### src/rtl/adc_rd_pkg.sv
package adc_rd_pkg;
    typedef enum logic [1:0] {
        ST_IDLE,
        ST_CONVERT,
        ST_HOLD
    } rd_state_t;
endpackage

### src/rtl/adc_rd_clkgen.sv
module adc_rd_clkgen #(
    parameter int HALF_DIV = 2
) (
    input  logic clk,
    input  logic rst_n,
    input  logic run,
    output logic sclk,
    output logic rise_p,
    output logic fall_p
);
    localparam int CW = (HALF_DIV > 1) ? $clog2(HALF_DIV) : 1;

    logic [CW-1:0] cnt;
    logic          wrap;

    assign wrap   = run && (cnt == CW'(HALF_DIV - 1));
    assign rise_p = wrap && !sclk;
    assign fall_p = wrap && sclk;

    always_ff @(posedge clk) begin
        if (!rst_n || !run) begin
            cnt  <= '0;
            sclk <= 1'b0;
        end else if (wrap) begin
            cnt  <= '0;
            sclk <= ~sclk;
        end else begin
            cnt <= cnt + 1'b1;
        end
    end
endmodule

### src/rtl/adc_rd_capture.sv
module adc_rd_capture #(
    parameter int DATA_W      = 16,
    parameter int SAMPLE_CLKS = 5
) (
    input  logic              clk,
    input  logic              rst_n,
    input  logic              clear,
    input  logic              rise_p,
    input  logic              sdata,
    input  logic              ext,
    input  logic              finish,
    output logic [DATA_W-1:0] result,
    output logic              valid,
    output logic              error
);
    localparam int NULL_IDX = SAMPLE_CLKS + 1;
    localparam int FIRST    = SAMPLE_CLKS + 2;
    localparam int LAST     = SAMPLE_CLKS + 1 + DATA_W;
    localparam int REP_LAST = SAMPLE_CLKS + 2 * DATA_W;
    localparam int IW       = $clog2(REP_LAST + 2);
    localparam int BW       = (DATA_W > 1) ? $clog2(DATA_W) : 1;

    logic [IW-1:0]     ridx;
    logic [DATA_W-1:0] shreg;
    logic              null_bad;
    logic              rep_bad;
    logic              in_word;
    logic              in_rep;
    logic              rep_bit;

    assign in_word = (ridx >= IW'(FIRST)) && (ridx <= IW'(LAST));
    assign in_rep  = ext && (ridx > IW'(LAST)) && (ridx <= IW'(REP_LAST));

    always_comb begin
        rep_bit = shreg[BW'(ridx - IW'(LAST))];
    end

    always_ff @(posedge clk) begin
        if (!rst_n) begin
            ridx     <= IW'(1);
            shreg    <= '0;
            null_bad <= 1'b0;
            rep_bad  <= 1'b0;
        end else if (clear) begin
            ridx     <= IW'(1);
            null_bad <= 1'b0;
            rep_bad  <= 1'b0;
        end else if (rise_p) begin
            ridx <= ridx + 1'b1;
            if (ridx == IW'(NULL_IDX)) begin
                null_bad <= sdata;
            end
            if (in_word) begin
                shreg <= {shreg[DATA_W-2:0], sdata};
            end
            if (in_rep && (sdata != rep_bit)) begin
                rep_bad <= 1'b1;
            end
        end
    end

    always_ff @(posedge clk) begin
        if (!rst_n) begin
            result <= '0;
            error  <= 1'b0;
            valid  <= 1'b0;
        end else begin
            valid <= finish;
            if (finish) begin
                result <= shreg;
                error  <= null_bad | rep_bad;
            end
        end
    end
endmodule

### src/rtl/adc_serial_reader.sv
module adc_serial_reader
    import adc_rd_pkg::*;
#(
    parameter int HALF_DIV    = 2,
    parameter int CS_HIGH     = 4,
    parameter int DATA_W      = 16,
    parameter int SAMPLE_CLKS = 5
) (
    input  logic              clk,
    input  logic              rst_n,
    input  logic              start,
    input  logic              ext_mode,
    input  logic              sdata,
    output logic              cs_n,
    output logic              sclk,
    output logic [DATA_W-1:0] result,
    output logic              valid,
    output logic              error
);
    localparam int NPER_STD = SAMPLE_CLKS + 1 + DATA_W;
    localparam int NPER_EXT = SAMPLE_CLKS + 2 * DATA_W;
    localparam int FW       = $clog2(NPER_EXT + 1);
    localparam int HW       = $clog2(CS_HIGH + 1);

    rd_state_t     state, nstate;
    logic [FW-1:0] fcnt;
    logic [HW-1:0] hcnt;
    logic          ext_q;
    logic          run;
    logic          rise_p, fall_p;
    logic          accept, finish, last_fall, hold_done;

    assign accept    = (state == ST_IDLE) && start;
    assign last_fall = (fcnt == (ext_q ? FW'(NPER_EXT - 1) : FW'(NPER_STD - 1)));
    assign finish    = (state == ST_CONVERT) && fall_p && last_fall;
    assign hold_done = (hcnt == HW'(CS_HIGH - 1));

    // state register
    always_ff @(posedge clk) begin
        if (!rst_n) state <= ST_IDLE;
        else        state <= nstate;
    end

    // transitions
    always_comb begin
        nstate = state;
        unique case (state)
            ST_IDLE:    if (start)     nstate = ST_CONVERT;
            ST_CONVERT: if (finish)    nstate = ST_HOLD;
            ST_HOLD:    if (hold_done) nstate = ST_IDLE;
            default:                   nstate = ST_IDLE;
        endcase
    end

    // outputs decoded from state
    always_comb begin
        cs_n = 1'b1;
        run  = 1'b0;
        unique case (state)
            ST_CONVERT: begin
                cs_n = 1'b0;
                run  = 1'b1;
            end
            ST_IDLE, ST_HOLD: begin
                cs_n = 1'b1;
                run  = 1'b0;
            end
            default: begin
                cs_n = 1'b1;
                run  = 1'b0;
            end
        endcase
    end

    always_ff @(posedge clk) begin
        if (!rst_n) begin
            fcnt  <= '0;
            hcnt  <= '0;
            ext_q <= 1'b0;
        end else begin
            if (accept) begin
                fcnt  <= '0;
                ext_q <= ext_mode;
            end else if ((state == ST_CONVERT) && fall_p) begin
                fcnt <= fcnt + 1'b1;
            end
            if (state != ST_HOLD) hcnt <= '0;
            else                  hcnt <= hcnt + 1'b1;
        end
    end

    adc_rd_clkgen #(
        .HALF_DIV(HALF_DIV)
    ) u_clkgen (
        .clk   (clk),
        .rst_n (rst_n),
        .run   (run),
        .sclk  (sclk),
        .rise_p(rise_p),
        .fall_p(fall_p)
    );

    adc_rd_capture #(
        .DATA_W     (DATA_W),
        .SAMPLE_CLKS(SAMPLE_CLKS)
    ) u_capture (
        .clk   (clk),
        .rst_n (rst_n),
        .clear (accept),
        .rise_p(rise_p),
        .sdata (sdata),
        .ext   (ext_q),
        .finish(finish),
        .result(result),
        .valid (valid),
        .error (error)
    );
endmodule

### config.mk
export PLATFORM = sky130hd
export DESIGN_NAME = adc_serial_reader
export DESIGN_NICKNAME = d
export VERILOG_FILES = /design/src/rtl/adc_rd_pkg.sv /design/src/rtl/adc_rd_clkgen.sv /design/src/rtl/adc_rd_capture.sv /design/src/rtl/adc_serial_reader.sv
export SDC_FILE = /design/constraint.sdc
export NUM_CORES = 1
export LEC_CHECK = 0
export ABC_AREA = 1
export BUFFER_PORTS_ARGS = -buffer_cell sky130_fd_sc_hd__clkbuf_2
export CORE_UTILIZATION = 52
export DETAILED_ROUTE_END_ITERATION = 10
export PLACE_DENSITY = 0.73
export SLEW_MARGIN = 10
export SYNTH_ARGS = -nofsm -noshare
export SYNTH_HDL_FRONTEND = slang
export SYNTH_SLANG_ARGS = --single-unit
### constraint.sdc
create_clock -name clk -period 1.5 [get_ports clk]
set_input_delay 0.3 -clock clk [delete_from_list [all_inputs] [get_ports clk]]
set_output_delay 0.3 -clock clk [all_outputs]
set_load 0.01 [all_outputs]
==> reports/summary.txt, run 1 <==
status - finished, violations left
failing checks - DRC, setup timing
GR Util All Layers - 0.213
CTS tree - yes
Nets - 380
CP Class - register to register
Sw Ratio - 0.216
clock root cell - clkbuf_8
fmax - 654 MHz
Initial DRC Count - 143
worst slew pin tran - 0.405 ns
Post-Syn Area per Cell - 7.70 sq um
Vias - 2170
Antenna Nets Post-Route - 0
# rows - 24
worst path cell trace - ha_1 > nand3_1 > a31oi_2 > nand2_4 > clkbuf_16 > o21ai_2 > a21oi_1
Max FO, Critical Path - 7
I/O Buffers - 24
delay-heaviest family, CP - compound AO/OA/AOI/OAI gates
DR WL/cell - 12.5 um
Layout area overhead - 23.3%
RSZ-0062 raised after global routing - true
vias per cell - 5.17
post-synthesis sequential area ratio - 0.453
fillers - 372
Clock Skew - 0.00966 ns
Seq pwr share - 0.576
Logic pwr share - 0.052
WP data arrival - 1.74 ns
Inserted Diodes - 0
Hold Vio Cnt, Final - 0
mapped cell area - 2470 sq um
CTS sink cnt - 56
Req. time, crit path - 1.71 ns
vias in the first global route - 1966
Routed WL - 5.23 mm
Yosys top cell by area - dfxtp_1
Initial Util - 0.553
core region area - 4470 sq um
Tmin final - 1.53 ns
gpl congestion - 0.923
Synth cell types - 36
clock share of power - 0.371
ys flop type - dfxtp_1
pin count of the biggest net entering global routing - 36
Num CTS Buffers - 5
Max clock buf depth - 2
PwrDens - 855 nW/um^2
Max H-tree Level - 2
share of post-route cells with drive strength above 1 - 0.269
hold_ws - 0.296 ns
first-pass GRT wire length - 8.54 mm
Die ar. - 5030 sq um
Leakage - 0.00125 uW
clock-pin slew on the worst setup and hold paths - 0.10 ns
Critical Path Max Stage Delay - 0.36 ns
Worst-Skew Late Latency - 0.31 ns
Die X - 71.0 um
max cap viols - 0
synth top area cells - dfxtp_1 45%, inv_1 8.8%, a21oi_1 8.7%, nand2_1 5.5%, o21ai_0 5.5%
pins over their slew limit - 0
Yosys warnings - 0
# hold bufs at CTS - 0
initial antenna violation count - 0
Max IR drop VDD - 0.451 mV
final worst path period share - 1.02
Synth async-reset ratio - 0
final setup margin - -0.0296 ns
class of the worst hold path - input pin to register
Synth Instances - 321
final setup fails - 6
Final HPWL DP - 3.44 mm
Pint - 2040 uW
DR pass1 iterations - 7
Synth Register Bits - 56
Net Sw Power - 562 uW
DRC viols - 4
die height - 71.0 um
worst slack, placed - 0.00976 ns
number of synthesized flops with an enable pin - 0
CP startpoint kind - register
CP Capture Type - register
slew margin rel. - 0.730
# IOs - 25
Post-Syn Nets - 334
buffers plus inverters on the worst setup path - 1
top cell type's share of synthesized area - 0.453
CP max stage cell - dfxtp_2
total gr overflow - 0
==> through the flow <==
stage                     area [sq um]   util  total power [uW]  setup TNS, ns  std cells
final                             3050  0.681              2610        -0.0719        420
after global routing              3050  0.681              2710          -1.59        420
after CTS                         2880  0.644              2610        -0.0422        416
after detailed placement          2760  0.616              1660              0        407
after global placement            2760  0.616              1650              0        407
after floorplan                   2470      -              1620              0        321
==> layout make-up <==
| cell class | count | area (sq um) | area share |
|---|---|---|---|
| inverters | 63 | 236 | 0.0776 |
| well taps | 52 | 65.1 | 0.0213 |
| flip-flops and latches | 56 | 1130 | 0.370 |
| repair buffers | 50 | 370 | 0.121 |
| clock inverters | 2 | 35.0 | 0.0115 |
| clock buffers | 6 | 72.6 | 0.0238 |
| multi-input cells | 191 | 1140 | 0.374 |
==> synth_stat cells (4+ instances only) <==
| cell | instances |
|---|---|
| a21oi_1 | 43 |
| buf_2 | 4 |
| dfxtp_1 | 56 |
| ha_1 | 8 |
| inv_1 | 58 |
| inv_2 | 4 |
| nand2_1 | 36 |
| nand3_1 | 16 |
| nor2_1 | 13 |
| nor3_1 | 6 |
| o21ai_0 | 27 |
| o21ai_1 | 11 |
| o21ai_2 | 4 |
==> cell usage in the layout, fill, tap and decap left out, types with 2 or more instances in the layout <==
| master | count |
|---|---|
| inv_1 | 57 |
| dfxtp_1 | 50 |
| a21oi_1 | 39 |
| nand2_1 | 36 |
| clkbuf_2 | 24 |
| buf_4 | 21 |
| o21ai_0 | 20 |
| nand3_1 | 16 |
| nor2_1 | 13 |
| o21ai_2 | 12 |
| o21ai_1 | 8 |
| ha_1 | 8 |
| inv_2 | 6 |
| a21oi_2 | 6 |
| dfxtp_2 | 6 |
| nor3_1 | 5 |
| clkbuf_8 | 5 |
| nand4_1 | 3 |
| nand2_4 | 2 |
| o22ai_1 | 2 |
| nor4_1 | 2 |
| nor3_2 | 2 |
| o21ai_4 | 2 |
| clkbuf_16 | 2 |
| buf_6 | 2 |
==> sequential cells by signal, indices dropped and copies added (netlist names) <==
signal,cells
u_capture.valid,1
u_capture.null_bad,1
u_capture.shreg,16
u_clkgen.cnt,1
ext_q,1
u_capture.result,16
fcnt,6
u_capture.rep_bad,1
u_capture.ridx,6
u_capture.error,1
u_clkgen.sclk,1
state,2
hcnt,3
==> final timing paths <==
check	depth (start not counted)	to	start	slack, ns
max	7	u_capture.shreg[11]	u_capture.ridx[1]	-0.03
min	3	ext_q	ext_mode	0.30
max reg2reg	7	u_capture.shreg[11]	u_capture.ridx[1]	-0.03
min reg2reg	1	hcnt[0]	hcnt[0]	0.43
==> timing repair <==
action	CTS	global route
pin swaps	2	2
setup buffers	1	2
resized for setup	3	35
setup endpoints to repair	13	40
gates cloned	0	2
==> worst reg2reg max path: cells and delay by family, from the launching register on <==
family                     cells  cell delay [ns]
adders and majority gates      1             0.18
and+or+nand+nor                2             0.24
DFF                            1             0.36
AOI/OAI and AO/OA              3             0.47
buffers and inverters          1             0.19
==> logic make-up (layout without fill, tap and decap cells) <==
| group | after synthesis | count (layout) | synth area share |
|---|---|---|---|
| compound gates | 95 | 95 | 0.207 |
| simple gates | 86 | 86 | 0.168 |
| buf+inv | 74 | 121 | 0.124 |
| flops | 56 | 56 | 0.453 |
| fa+ha+maj | 8 | 8 | 0.0405 |
| xor+xnor | 2 | 2 | 0.00709 |
==> power groups by stage <==
stage	registers [uW]	logic, uW	clock network, uW
after floorplan	1530	81.6	0
after global placement	1530	120	0
after detailed placement	1530	122	0
after CTS	1500	124	984
after global routing	1500	157	1050
final	1500	137	968
==> routing by layer <==
metal	share of wire	vias to the layer above	GRT usage
met3	0.023	9	0.0442
met2	0.47	32	0.359
met4	0.015	0	0.0711
met1	0.49	994	0.273
li1	-	1135	-
met5	0	-	0
Power figures use the tool's default switching activity.
==> run 2: changes to the inputs <==
ABC_CLOCK_PERIOD_IN_PS = 1500   (was default)
CORE_UTILIZATION = 40   (was 52)
PLACE_DENSITY = 0.59   (was 0.73)
==> run 2 against run 1 <==
Against the previous run: the run ends with setup timing left; total power shrank 5.1%; first-iteration DRC count down 7.7%; global-route usage is 4.1 points lower; design area down 0.94%; routed wire length fell by 2.1%; utilization shrank 17 points; sequential power is essentially flat; highest routed layer unchanged.
==> reports/summary.txt, run 2 (synthesized netlist as in run 1, its figures left out) <==
status - finished, violations left
failing checks - setup timing
WP data arrival - 1.72 ns (-0.02 ns)
Final Power - 2470 uW (-5.1%)
gpl congestion - 0.885 (-4.1%)
fillers - 617 (+66%)
PwrDens - 819 nW/um^2 (-4.2%)
CP Capture Type - register
Min-Delay Path Depth - 3 (unchanged)
Vias - 2147 (-1.1%)
Layout area overhead - 22.2%
R2R setup slack - -0.01 ns (+0.02 ns)
Antenna Nets Post-Route - 0 (unchanged)
CP startpoint kind - register
hold path start - ext_mode
total gr overflow - 0 (unchanged)
buffers plus inverters on the worst setup path - 1 (unchanged)
Routed WL - 5.12 mm (-2.1%)
worst slew pin tran - 0.357 ns (-0.0487 ns)
critical path depth - 7 (unchanged)
pin count of the biggest net entering global routing - 36 (unchanged)
pins over their slew limit - 0 (unchanged)
fmax - 662 MHz (+1.2%)
Req. time, crit path - 1.71 ns (about the same)
worst r2r src - u_capture.ridx[2]
worst path cell trace - ha_1 > nand3_1 > a31oi_2 > nand2_4 > buf_6 > o21ai_2 > a21oi_2
Initial DRC Count - 132 (-7.7%)
commonest non-fill, non-tap cell in the layout - inv_1
share of post-route cells with drive strength above 1 - 0.235 (-0.0340)
Worst-Skew Late Latency - 0.30 ns (about the same)
final setup fails - 4 (-2)
Max IR drop VDD - 0.442 mV (-2.2%)
RSZ-0062 raised after global routing - true
core region area - 5960 sq um (+33%)
Num CTS Buffers - 5 (unchanged)
clock-pin slew on the worst setup and hold paths - 0.10 ns (about the same)
Die X - 80.6 um (+14%)
CP Class - register to register
FF+latch area - 1130 sq um (-0.11%)
worst r2r dst - u_capture.shreg[6]
Nets - 378 (-0.53%)
M1 WL - 2.54 mm (-0.24%)
I/O Buffers - 24 (unchanged)
DRC viols - 0 (-4)
initial antenna violation count - 0 (unchanged)
vias per cell - 4.87 (-5.8%)
Die ar. - 6500 sq um (+29%)
metal3 WL - 166 um (+36%)
area of the multi-input gates - 1100 sq um (-3.7%)
Max FO, Critical Path - 11 (+4)
Leakage - 0.00125 uW (about the same)
clock root cell - clkbuf_8
# IOs - 25 (unchanged)
Clock Skew - 0.00426 ns (-0.00540 ns)
die height - 80.6 um (+14%)
GR Util All Layers - 0.172 (-0.0414)
Inserted Diodes - 0 (unchanged)
hold_ws - 0.274 ns (-0.0225 ns)
delay-heaviest family, CP - compound AO/OA/AOI/OAI gates
# hold bufs at CTS - 0 (unchanged)
CP max stage cell - dfxtp_1
Final HPWL DP - 3.60 mm (+4.7%)
hold endpoint - ext_q
class of the worst hold path - input pin to register
DR pass1 iterations - 4 (-3)
slew margin rel. - 0.762 (+0.0325)
vias in the first global route - 1943 (-1.2%)
Max clock buf depth - 2 (unchanged)
CTS sink cnt - 56 (unchanged)
Initial Util - 0.415 (-0.137)
final worst path period share - 1.01 (-0.0125)
first-pass GRT wire length - 8.71 mm (+1.9%)
max cap viols - 0 (unchanged)
Tmin final - 1.51 ns (-0.0188 ns)
final setup margin - -0.0108 ns (+0.0188 ns)
Max H-tree Level - 2 (unchanged)
DR WL/cell - 11.6 um (-6.7%)
Critical Path Max Stage Delay - 0.38 ns (+0.02 ns)
Worst Reg2Reg Path Length in Cells - 7 (unchanged)
DR WL met2 - 2.35 mm (-5.2%)
Hold Vio Cnt, Final - 0 (unchanged)
DR top layer - met4
CTS tree - yes
most frequent cells in the layout - 58 x inv_1, 51 x dfxtp_1, 43 x a21oi_1
# rows - 28 (+17%)
biggest regs - u_capture.result x16, u_capture.shreg x16
[run 2: cell count changes in the layout (fill, tap and decap cells not counted), moves of 2 or more]
cell	change
o21ai_2	-4
a21oi_2	-4
buf_4	-4
o21ai_1	+2
o21ai_0	+4
inv_2	-2
a21oi_1	+4
o21ai_4	-2
[run 2: timing repair]
item | in CTS | in global routing
endpoints found under the setup margin | 6 | 38
cloned | 0 | 2
gates resized for setup | 2 | 20
hold endpoints to repair | 0 | 0
pin swaps | 0 | 4
setup buffers | 0 | 1
[run 2: worst max path at each step]
stage | end | from | slack (ns)
after global placement | u_capture.shreg[3] | u_capture.ridx[1] | 0.06
after floorplan | u_capture.shreg[10] | u_capture.ridx[1] | 0.001
final | u_capture.shreg[6] | u_capture.ridx[2] | -0.01
after CTS | u_capture.shreg[6] | u_clkgen.cnt | 0.03
after detailed placement | u_capture.shreg[6] | u_capture.ridx[1] | -0.01
after global routing | u_capture.shreg[9] | state[1] | -0.12
[run 2: routing by layer]
| layer | global-route usage | vias up |
|---|---|---|
| met2 | 0.270 | 32 |
| met3 | 0.0420 | 7 |
| met4 | 0.0536 | 0 |
| met5 | 0 | - |
| li1 | - | 1134 |
| met1 | 0.229 | 974 |
[run 2: power by group]
group          switching [uW]  internal (uW)
Clock                     473            370
Combinational            79.7           49.3
Sequential               7.00           1490
Total                     560           1910
[run 2: worst reg2reg max path: cells and delay by family, from the launching register on]
kind                       cells  cell delay (ns)
AOI/OAI and AO/OA              3             0.44
DFF                            1             0.38
buffers and inverters          1             0.17
adders and majority gates      1             0.18
and+or+nand+nor                2             0.24
[run 2: metrics by stage]
stage                     utilization  setup TNS [ns]  cells  cell area, sq um  setup slack (ns)
after floorplan                     -               0    321              2470           0.00126
after global placement          0.470               0    430              2800            0.0565
after detailed placement        0.470         -0.0432    430              2800           -0.0140
after CTS                       0.487               0    438              2900            0.0274
after global routing            0.507           -1.66    441              3020            -0.123
final                           0.507         -0.0217    441              3020           -0.0108
[run 2: final cells by class]
| class | instances | area share |
|---|---|---|
| inverters | 63 | 0.0783 |
| clock buffers | 6 | 0.0273 |
| clock inverters | 2 | 0.00331 |
| well taps | 75 | 0.0311 |
| multi-input cells | 191 | 0.364 |
| repair buffers | 48 | 0.123 |
| flip-flops and latches | 56 | 0.373 |
